File: config.mk
export PLATFORM = sky130hd
export DESIGN_NAME = call_ret_seq
export DESIGN_NICKNAME = d
export VERILOG_FILES = /design/src/rtl/crs_pkg.sv /design/src/rtl/crs_addr_calc.sv /design/src/rtl/crs_stack_ptr.sv /design/src/rtl/crs_stack_ram.sv /design/src/rtl/crs_ctrl.sv /design/src/rtl/call_ret_seq.sv
export SDC_FILE = /design/constraint.sdc
export NUM_CORES = 2
export LEC_CHECK = 0
export BUFFER_PORTS_ARGS = -buffer_cell sky130_fd_sc_hd__buf_4
export CAP_MARGIN = 40
export CORE_ASPECT_RATIO = 0.9
export CORE_MARGIN = 3
export CORE_UTILIZATION = 35
export DETAILED_ROUTE_END_ITERATION = 10
export PLACE_DENSITY = 0.47
export SLEW_MARGIN = 15
export SYNTH_ARGS = -nofsm -noshare
export SYNTH_HDL_FRONTEND = slang
export SYNTH_SLANG_ARGS = --single-unit
File: constraint.sdc
create_clock -name clk -period 9.1 [get_ports clk]
set_input_delay 1.365 -clock clk [delete_from_list [all_inputs] [get_ports clk]]
set_output_delay 1.365 -clock clk [all_outputs]
set_load 0.005 [all_outputs]
File: src/rtl/crs_pkg.sv
`timescale 1ns/1ps
// crs_pkg: shared types for the call/return sequencer.
// Assumes nothing beyond a two-state program address split into two bytes.
package crs_pkg;

    // Sequencer phases: one push or pop per cycle.
    typedef enum logic [2:0] {
        ST_IDLE    = 3'd0,
        ST_PUSH_LO = 3'd1,
        ST_PUSH_HI = 3'd2,
        ST_POP_HI  = 3'd3,
        ST_POP_LO  = 3'd4
    } crs_state_e;

endpackage

File: src/rtl/crs_addr_calc.sv
`timescale 1ns/1ps
// crs_addr_calc: combinational return-address and destination computation.
// Return address = calling address + instruction length (long or absolute).
// Absolute destinations keep the page bits of the return address.
// Assumes PAGE_W < ADDR_W.
module crs_addr_calc #(
    parameter int ADDR_W   = 16,
    parameter int PAGE_W   = 11,
    parameter int LONG_LEN = 3,
    parameter int ABS_LEN  = 2
) (
    input  logic              is_long,
    input  logic [ADDR_W-1:0] cur_addr,
    input  logic [ADDR_W-1:0] tgt_field,
    output logic [ADDR_W-1:0] ret_addr,
    output logic [ADDR_W-1:0] dest_addr
);
    localparam logic [ADDR_W-1:0] LONG_INC = ADDR_W'(LONG_LEN);
    localparam logic [ADDR_W-1:0] ABS_INC  = ADDR_W'(ABS_LEN);

    // Return address: skip past the call instruction.
    always_comb begin
        ret_addr = cur_addr + (is_long ? LONG_INC : ABS_INC);
    end

    // Destination: full field, or page of return address spliced with offset.
    always_comb begin
        if (is_long) begin
            dest_addr = tgt_field;
        end else begin
            dest_addr = {ret_addr[ADDR_W-1:PAGE_W], tgt_field[PAGE_W-1:0]};
        end
    end
endmodule

File: src/rtl/crs_stack_ptr.sv
`timescale 1ns/1ps
// crs_stack_ptr: stack pointer register with increment and decrement.
// Wraps modulo 2**PTR_W without any error indication.
// Assumes inc and dec are never both high (increment wins if they are).
module crs_stack_ptr #(
    parameter int                PTR_W     = 8,
    parameter logic [PTR_W-1:0]  RESET_VAL = 8'h07
) (
    input  logic             clk,
    input  logic             rst_n,
    input  logic             inc,
    input  logic             dec,
    output logic [PTR_W-1:0] sp,
    output logic [PTR_W-1:0] sp_plus1
);
    localparam logic [PTR_W-1:0] ONE = PTR_W'(1);

    logic [PTR_W-1:0] sp_q;

    // Pointer update: step up for a push, down for a pop.
    always_ff @(posedge clk) begin
        if (!rst_n) begin
            sp_q <= RESET_VAL;
        end else if (inc) begin
            sp_q <= sp_q + ONE;
        end else if (dec) begin
            sp_q <= sp_q - ONE;
        end
    end

    // Next location, used as the pre-incremented write address.
    always_comb begin
        sp       = sp_q;
        sp_plus1 = sp_q + ONE;
    end
endmodule

File: src/rtl/crs_stack_ram.sv
`timescale 1ns/1ps
// crs_stack_ram: byte-wide stack storage, one write port, one async read port.
// Contents are not reset; only locations that have been written are read back.
module crs_stack_ram #(
    parameter int DATA_W = 8,
    parameter int PTR_W  = 8
) (
    input  logic              clk,
    input  logic              we,
    input  logic [PTR_W-1:0]  waddr,
    input  logic [DATA_W-1:0] wdata,
    input  logic [PTR_W-1:0]  raddr,
    output logic [DATA_W-1:0] rdata
);
    localparam int DEPTH = 1 << PTR_W;

    logic [DATA_W-1:0] mem [DEPTH];

    // Store one byte per cycle when enabled.
    always_ff @(posedge clk) begin
        if (we) begin
            mem[waddr] <= wdata;
        end
    end

    // Combinational read of the current top of stack.
    always_comb begin
        rdata = mem[raddr];
    end
endmodule

File: src/rtl/crs_ctrl.sv
`timescale 1ns/1ps
// crs_ctrl: sequencer for call (two pushes) and return (two pops).
// Owns the program counter and the busy/done handshake.
// Assumes ADDR_W == 2*DATA_W; requests are sampled only while idle, and a
// call has priority over a return at the same edge.
module crs_ctrl
    import crs_pkg::*;
#(
    parameter int ADDR_W = 16,
    parameter int DATA_W = 8
) (
    input  logic              clk,
    input  logic              rst_n,
    input  logic              call_req,
    input  logic              ret_req,
    input  logic [ADDR_W-1:0] ret_addr,
    input  logic [ADDR_W-1:0] dest_addr,
    input  logic [DATA_W-1:0] rd_byte,
    output logic              sp_inc,
    output logic              sp_dec,
    output logic              wr_en,
    output logic [DATA_W-1:0] wr_byte,
    output logic [ADDR_W-1:0] pc,
    output logic              busy,
    output logic              done
);
    localparam int HI_LSB = ADDR_W - DATA_W;

    crs_state_e        state_q;
    logic [ADDR_W-1:0] ret_q;
    logic [ADDR_W-1:0] dest_q;
    logic [ADDR_W-1:0] pc_q;
    logic              done_q;
    logic              idle;

    // Idle decode shared by the acceptance logic and the handshake.
    always_comb begin
        idle = (state_q == ST_IDLE);
    end

    // Phase sequencing, program counter loading and completion pulse.
    always_ff @(posedge clk) begin
        if (!rst_n) begin
            state_q <= ST_IDLE;
            ret_q   <= '0;
            dest_q  <= '0;
            pc_q    <= '0;
            done_q  <= 1'b0;
        end else begin
            done_q <= 1'b0;
            unique case (state_q)
                ST_IDLE: begin
                    if (call_req) begin
                        ret_q   <= ret_addr;
                        dest_q  <= dest_addr;
                        state_q <= ST_PUSH_LO;
                    end else if (ret_req) begin
                        state_q <= ST_POP_HI;
                    end
                end
                ST_PUSH_LO: begin
                    state_q <= ST_PUSH_HI;
                end
                ST_PUSH_HI: begin
                    pc_q    <= dest_q;
                    done_q  <= 1'b1;
                    state_q <= ST_IDLE;
                end
                ST_POP_HI: begin
                    pc_q[ADDR_W-1:HI_LSB] <= rd_byte;
                    state_q               <= ST_POP_LO;
                end
                ST_POP_LO: begin
                    pc_q[DATA_W-1:0] <= rd_byte;
                    done_q           <= 1'b1;
                    state_q          <= ST_IDLE;
                end
                default: begin
                    state_q <= ST_IDLE;
                end
            endcase
        end
    end

    // Stack strobes and the byte to push in each phase.
    always_comb begin
        sp_inc  = (state_q == ST_PUSH_LO) || (state_q == ST_PUSH_HI);
        sp_dec  = (state_q == ST_POP_HI)  || (state_q == ST_POP_LO);
        wr_en   = sp_inc;
        wr_byte = (state_q == ST_PUSH_LO) ? ret_q[DATA_W-1:0]
                                          : ret_q[ADDR_W-1:HI_LSB];
    end

    // Handshake and program counter outputs.
    always_comb begin
        busy = !idle;
        done = done_q;
        pc   = pc_q;
    end

    // The completion pulse lasts exactly one cycle.
    assert_done_single_R7: assert property (@(posedge clk) disable iff (!rst_n)
        done_q |=> !done_q);

    // A completion pulse is only seen after a sequence phase.
    assert_done_after_work_R7: assert property (@(posedge clk) disable iff (!rst_n)
        done_q |-> $past(!idle));

    // Stack writes never happen while idle.
    assert_write_busy_R2: assert property (@(posedge clk) disable iff (!rst_n)
        wr_en |-> !idle);
endmodule

File: src/rtl/call_ret_seq.sv
`timescale 1ns/1ps
// call_ret_seq: subroutine call/return sequencer with an internal byte stack.
// A call pushes its return address (low byte, then high byte, each at a
// pre-incremented stack pointer) and loads the new program counter; a return
// pops high then low byte. Assumes a 16-bit address built from two bytes.
module call_ret_seq #(
    parameter int               ADDR_W   = 16,
    parameter int               DATA_W   = 8,
    parameter int               PTR_W    = 8,
    parameter int               PAGE_W   = 11,
    parameter int               LONG_LEN = 3,
    parameter int               ABS_LEN  = 2,
    parameter logic [PTR_W-1:0] SP_RESET = 8'h07
) (
    input  logic              clk,
    input  logic              rst_n,
    input  logic              call_req,
    input  logic              call_long,
    input  logic [ADDR_W-1:0] call_pc,
    input  logic [ADDR_W-1:0] call_tgt,
    input  logic              ret_req,
    output logic              busy,
    output logic              done,
    output logic [ADDR_W-1:0] pc_out,
    output logic [PTR_W-1:0]  sp_out,
    output logic              stk_we,
    output logic [PTR_W-1:0]  stk_addr,
    output logic [DATA_W-1:0] stk_wdata
);
    logic [ADDR_W-1:0] ret_addr;
    logic [ADDR_W-1:0] dest_addr;
    logic [DATA_W-1:0] rd_byte;
    logic [PTR_W-1:0]  sp_cur;
    logic [PTR_W-1:0]  sp_next;
    logic              sp_inc;
    logic              sp_dec;
    logic              wr_en;
    logic [DATA_W-1:0] wr_byte;

    crs_addr_calc #(
        .ADDR_W  (ADDR_W),
        .PAGE_W  (PAGE_W),
        .LONG_LEN(LONG_LEN),
        .ABS_LEN (ABS_LEN)
    ) addr_i (
        .is_long  (call_long),
        .cur_addr (call_pc),
        .tgt_field(call_tgt),
        .ret_addr (ret_addr),
        .dest_addr(dest_addr)
    );

    crs_stack_ptr #(
        .PTR_W    (PTR_W),
        .RESET_VAL(SP_RESET)
    ) sp_i (
        .clk     (clk),
        .rst_n   (rst_n),
        .inc     (sp_inc),
        .dec     (sp_dec),
        .sp      (sp_cur),
        .sp_plus1(sp_next)
    );

    crs_stack_ram #(
        .DATA_W(DATA_W),
        .PTR_W (PTR_W)
    ) ram_i (
        .clk  (clk),
        .we   (wr_en),
        .waddr(sp_next),
        .wdata(wr_byte),
        .raddr(sp_cur),
        .rdata(rd_byte)
    );

    crs_ctrl #(
        .ADDR_W(ADDR_W),
        .DATA_W(DATA_W)
    ) ctrl_i (
        .clk      (clk),
        .rst_n    (rst_n),
        .call_req (call_req),
        .ret_req  (ret_req),
        .ret_addr (ret_addr),
        .dest_addr(dest_addr),
        .rd_byte  (rd_byte),
        .sp_inc   (sp_inc),
        .sp_dec   (sp_dec),
        .wr_en    (wr_en),
        .wr_byte  (wr_byte),
        .pc       (pc_out),
        .busy     (busy),
        .done     (done)
    );

    // Expose the stack pointer and the write side of the stack storage.
    always_comb begin
        sp_out    = sp_cur;
        stk_we    = wr_en;
        stk_addr  = sp_next;
        stk_wdata = wr_byte;
    end

    // After a write, the pointer rests on the location just written.
    assert_sp_on_written_R2: assert property (@(posedge clk) disable iff (!rst_n)
        stk_we |=> (sp_out == $past(stk_addr)));

    // Back-to-back writes of one call go to consecutive locations.
    assert_push_consecutive_R3: assert property (@(posedge clk) disable iff (!rst_n)
        (stk_we && $past(stk_we)) |-> (stk_addr == $past(stk_addr) + PTR_W'(1)));

    // The completion pulse comes exactly as busy falls.
    assert_done_at_fall_R7: assert property (@(posedge clk) disable iff (!rst_n)
        $fell(busy) |-> done);

    // Outside a sequence and its completion cycle the program counter holds.
    assert_pc_hold_R8: assert property (@(posedge clk) disable iff (!rst_n)
        (!busy && !done && $past(!busy)) |-> $stable(pc_out));
endmodule

# Yosys cells after proc, flatten, opt, wreduce, memory -nomap -nowiden
# Memory sizes are Yosys's and may differ from the RTL's. A register that Yosys moved wholly into a read port is not among the register bits.
# Cells that the tools add are included.
[word_totals]
reg_bits = 60
ramBits = 2048
input_bits = 37
out_inout_bits = 43
wordCells = 40
mem_count = 1
[op_classes]
n_addsub = 3
n_eq_ne = 5
muxes = 15
reduce_logical = 9
[memory_table]
columns = ["memory", "depth", "word_bits", "read_ports", "rd_clocked_by_memory_dff", "write_ports", "line", "text"]
rows = [
  ["ram_i.mem", 256, 8, 1, 1, 1, "crs_stack_ram.sv:17", "logic [DATA_W-1:0] mem [DEPTH];"],
]
[op_table]
columns = ["cell", "count"]
rows = [
  ["2-to-1 mux 8 bit", 5],
  ["one-hot mux 8 bit (2 select lines)", 2],
  ["adder 16 bit", 1],
  ["2-to-1 mux 16 bit", 1],
  ["one-hot mux 3 bit (3 select lines)", 1],
  ["adder 8 x 1 -> 8 bit (second input constant)", 1],
  ["subtractor 8 x 1 -> 8 bit (second input constant)", 1],
  ["== test 3 x 2 -> 1 bit (second input constant)", 2],
  ["2-to-1 mux 3 bit", 2],
  ["nonzero test 2 bit", 3],
  ["2-to-1 mux 1 bit", 4],
  ["== test 3 x 1 -> 1 bit (second input constant)", 1],
  ["== test 3 bit (second input constant)", 1],
  ["zero test 3 bit", 1],
  ["!= test 3 bit (second input constant)", 1],
  ["logical OR 1 bit", 2],
  ["AND reduction 2 bit", 1],
  ["OR reduction 2 bit", 1],
  ["zero test 1 bit", 1],
]

# Logic depth before layout (Yosys ltp)
[logic_depth]
depth_word = 6
depth_mapped = 13
depth_no_buf = 8

# Cells and area by module
# Synthesis repeated with hierarchy kept, for this count alone.
[unflattened]
cells_unflattened = 4091
hier_area_um2 = 82663.0
[by_module_without_submodules]
columns = ["module", "n_inst", "cells_per_inst", "area_each_um2", "seq_area_each_um2"]
rows = [
  ["crs_stack_ram", 1, 3725, 79396.1, 61499.0],
  ["crs_ctrl", 1, 240, 2199.6, 1041.0],
  ["crs_stack_ptr", 1, 68, 585.6, 160.2],
  ["crs_addr_calc", 1, 58, 481.7, 0.0],
]

# Worst setup path after synthesis
# Ideal clock, no wire load.
[synth_path]
path_kind = "register -> output"
from = "register ctrl_i.state_q[0]"
to = "output stk_wdata[0]"
arrival_time_ps = 2990
t_required_ps = 7735
slack_ps = 4745
stages_incl_launch_ff = 6
n_path_buf = 2
cell_sequence = "dfxtp_1 > clkbuf_1 > and2b_2 > nor2b_1 > clkbuf_1 > mux2_2"
[synth_via]
elab_chain_len = 2
[synth_lines]
columns = ["element", "line", "text"]
rows = [
  ["start: declaration", "crs_ctrl.sv:29", "crs_state_e state_q;"],
  ["start signal: assignment", "crs_ctrl.sv:44", "state_q <= ST_IDLE;"],
  ["start signal: assignment", "crs_ctrl.sv:56", "state_q <= ST_PUSH_LO;"],
  ["start signal: assignment", "crs_ctrl.sv:58", "state_q <= ST_POP_HI;"],
  ["== test 3 x 1 -> 1 bit", "crs_ctrl.sv:90", "wr_byte = (state_q == ST_PUSH_LO) ? ret_q[DATA_W-1:0]"],
  ["2-to-1 mux 8 bit", "crs_ctrl.sv:90", ""],
  ["end: declaration", "call_ret_seq.sv:28", "output logic [DATA_W-1:0] stk_wdata"],
]
# No other way between the ends.

# Worst setup path in the final report
[layout_path]
from = "register ctrl_i.state_q[1]"
to = "output stk_we"
[layout_via]
elab_chain_len = 2
word_cells_on_any_way = 3
cone_classes = "2 x eq/ne; 1 x reduce/logical"
[layout_lines]
columns = ["element", "line", "text"]
rows = [
  ["== test 3 x 1 -> 1 bit / == test 3 x 2 -> 1 bit (equally long branches)", "crs_ctrl.sv:87", "sp_inc = (state_q == ST_PUSH_LO) || (state_q == ST_PUSH_HI);"],
  ["logical OR 1 bit *", "crs_ctrl.sv:87", ""],
  ["end: declaration", "call_ret_seq.sv:26", "output logic stk_we,"],
]
# Every way passes the cells marked *; elsewhere a longest branch is shown, timed or not.

==> impl_metrics.env <==
export IMPL_post_route_period_util_pct=53.90
export IMPL_crit_chain="nand2b_1, nor2_1, nor2_1, buf_4, inv_1, buf_16, buf_4"
export IMPL_hold_slack_ns=0.4595
export IMPL_max_stage_delay_ns=0.69
export IMPL_power_frac_seq_pct=45.5
export IMPL_cts_max_level=4
export IMPL_rsz0062_at_grt="no"
export IMPL_coreArea_mm2=0.2362
export IMPL_grt_start_max_net_pins=137
export IMPL_cts_hold_buf=0
export IMPL_final_nets=4506
export IMPL_synth_area_mm2=0.08333
export IMPL_start_util_pct=35.28
export IMPL_synth_xor_area_share_pct=0.2522
export IMPL_slew_headroom_pct=36.75
export IMPL_cap_violations=0
export IMPL_pwr_share_comb_pct=17.6
export IMPL_status="finished clean"
export IMPL_wl_met1_um=123700
export IMPL_fin_util_pct=40.37
export IMPL_synthArstFlopShare_pct=0
export IMPL_worstPathArrival_ns=3.54
export IMPL_ys_seq_elements=2116
export IMPL_dp_hpwl_um=177700
export IMPL_drtIter0Drc=6504
export IMPL_tightest_slew_ns=0.9488
export IMPL_skew_ns=0.04297
export IMPL_overflow=0
export IMPL_p_clk_share_pct=36.9
export IMPL_clockBufferDepth=3
export IMPL_syn_instance_count=4243
export IMPL_antenna_found_initial=12
export IMPL_place_worst_setup_slack_ns=4.427
export IMPL_hp_class="flip-flop to flip-flop"
export IMPL_crit_fanout=19
export IMPL_synthTopCellsByArea="edfxtp_1, mux4_2, mux2i_1"
export IMPL_endpoint_kind="primary output"
export IMPL_yosysTopAreaCell="edfxtp_1"
export IMPL_grt_pass1_vias=43890
export IMPL_wl_per_cell_um=35.59
export IMPL_slew_violations=0
export IMPL_finalSetupViolations=0
export IMPL_slowest_stage="nor2_1"
export IMPL_syn_nets=4288
export IMPL_pin_count=80
export IMPL_ant_nets=0
export IMPL_cts_root_buf="clkbuf_16"
export IMPL_swShare_pct=28.18
export IMPL_synth_top_family_by_area="multiplexers"
export IMPL_p_sw_w=0.006919
export IMPL_setup_ws_ns=4.195
export IMPL_yosys_area_share_adder_pct=0.1201
export IMPL_cts_buffers=219
export IMPL_post_cts_setup_buffers=0
export IMPL_worstPathRequired_ns=7.74
export IMPL_tns_ns=0
export IMPL_dr_max_layer_used="met4"
export IMPL_insertion_delay_ns=0.85
export IMPL_power_density_mw_per_mm2=257.5
export IMPL_critPathLaunchType="flip-flop"
export IMPL_grt_pass1_wl_um=380900
export IMPL_die_h_um=468.9
export IMPL_crit_type="flip-flop to primary output"
export IMPL_drc=0
export IMPL_max_freq_ghz=0.2039
export IMPL_synth_top_cell_area_share_pct=73.80
export IMPL_synth_mux_area_share_pct=14.39
export IMPL_track_usage_pct=22.55
export IMPL_die_w_um=520.3
export IMPL_cts_sinks=2116
export IMPL_wl_met3_um=25470
export IMPL_tritoncts="yes"
export IMPL_ys_warn_count=0
export IMPL_synthFlopType="edfxtp_1"
export IMPL_vdd_drop_max_uv=169.1
export IMPL_firstDrtPassIters=6
export IMPL_clk_pin_slew_ns=0.06
export IMPL_ys_types=85
export IMPL_avgSynthCellArea_um2=19.64
export IMPL_num_rows=169
export IMPL_routabilityCongestion=0.8521
export IMPL_via_per_inst=5.751
export IMPL_post_cts_resized=0
export IMPL_port_buffers=79
export IMPL_internal_power_w=0.01763
export IMPL_fin_crit_ns=4.905
export IMPL_drt_wl_total_um=278400
export IMPL_dr_total_vias=44980
export IMPL_drive_above_1_share_pct=22.91
export IMPL_synthSimpleGateAreaFrac_pct=3.941
export IMPL_dr_wl_met2_um=122400
export IMPL_power_leakage_nw=30.80
export IMPL_syn_to_final_growth_pct=14.42
export IMPL_final_hold_viol_count=0
export IMPL_synth_edf_count=2048
export IMPL_synth_compound_area_share_pct=3.662
export IMPL_die_area_mm2=0.2440
export IMPL_ys_seq_area_share_pct=75.43
-- stage by stage --
stage | instance area [um^2] | instances | total power (W)
finish | 95350 | 7821 | 0.02455
global route | 95330 | 7815 | 0.02527
CTS | 95260 | 7806 | 0.02471
detailed placement | 88060 | 7397 | 0.01569
global placement | 87470 | 7348 | 0.01567
floorplan | 83330 | 4243 | 0.01376
-- synthesized netlist by cell type, types with 40 or more instances --
master and n:
buf_6 51, dfxtp_1 68, a21oi_1 95, nand2_1 174, mux4_2 417, nor2_1 343, a22oi_1 71, nand3_1 72
edfxtp_1 2048, o22ai_1 53, buf_4 40, clkbuf_1 85, mux2i_1 175, buf_2 50
-- final timing paths --
path,from,end,slack (ns),cells after the start
setup / recovery,ctrl_i.state_q[1]$_SDFFE_PN0P_,stk_we,4.19,7
hold / removal,ctrl_i.dest_q[10]$_SDFFE_PN0P_,ctrl_i.dest_q[10]$_SDFFE_PN0P_,0.46,2
setup reg to reg,flip-flop,ctrl_i.pc[4]$_SDFFE_PN0P_,4.39,11
hold reg to reg,ctrl_i.dest_q[10]$_SDFFE_PN0P_,ctrl_i.dest_q[10]$_SDFFE_PN0P_,0.46,2
-- layout by cell type (no fill, tap or decap), types with 18 or more instances in the layout --
master	instances
a211oi_1	33
a21oi_1	95
a22oi_1	71
a31oi_1	25
buf_4	205
bufinv_16	25
clkbuf_1	50
clkbuf_16	224
clkinv_1	53
clkinv_2	35
dfxtp_1	62
edfxtp_1	2048
mux2_2	24
mux2i_1	175
mux4_1	18
mux4_2	417
nand2_1	173
nand3_1	56
nor2_1	338
nor3_1	25
o21ai_0	38
o221ai_1	36
o22ai_1	53
-- routing by layer --
| layer | global-route usage (%) | vias to the layer above |
|---|---|---|
| li1 | - | 17910 |
| met1 | 33.66 | 24460 |
| met2 | 33.10 | 2265 |
| met3 | 5.571 | 346 |
| met4 | 5.504 | 0 |
| met5 | 0 | - |
-- critical path: cells and delay by family, from the launching register on --
family        cells  cell delay, ns
buf+inv           4            0.93
flops             1            0.45
simple gates      3            1.30
-- cell families after synthesis --
logic type,after synthesis
buf+inv,271
xor+xnor,24
fa+ha+maj,8
flops,2116
simple gates,739
mux,643
compound gates,442
-- sequential cells by signal, summed over array words and instances (netlist names), named ones only --
name,cells
ctrl_i.state_q,3
ctrl_i.pc,16
ctrl_i.ret_q,16
ctrl_i.done,1
sp_i.sp,8
ctrl_i.dest_q,16
ram_i.mem,2048
-- power by group through the flow --
stage	registers, W	clock network (W)	logic (W)
3_3_place_gp	0.0114	0	0.00430
5_1_grt	0.0112	0.00962	0.00448
4_1_cts	0.0112	0.00921	0.00433
3_5_place_dp	0.0114	0	0.00432
2_1_floorplan	0.0113	0	0.00242
6_report	0.0112	0.00907	0.00432
-- final cells by class --
type / instances / area [um^2]
Timing Repair Buffer: 248 / 2270
Tap cell: 3163 / 3958
Antenna cell: 9 / 22.52
Inverter: 20 / 78.83
Fill cell: 21050 / 140800
Clock buffer: 274 / 5793
Clock inverter: 135 / 1409
Sequential cell: 2116 / 62880
Multi-Input combinational cell: 1856 / 18930
(Power assumes the default switching activity.)
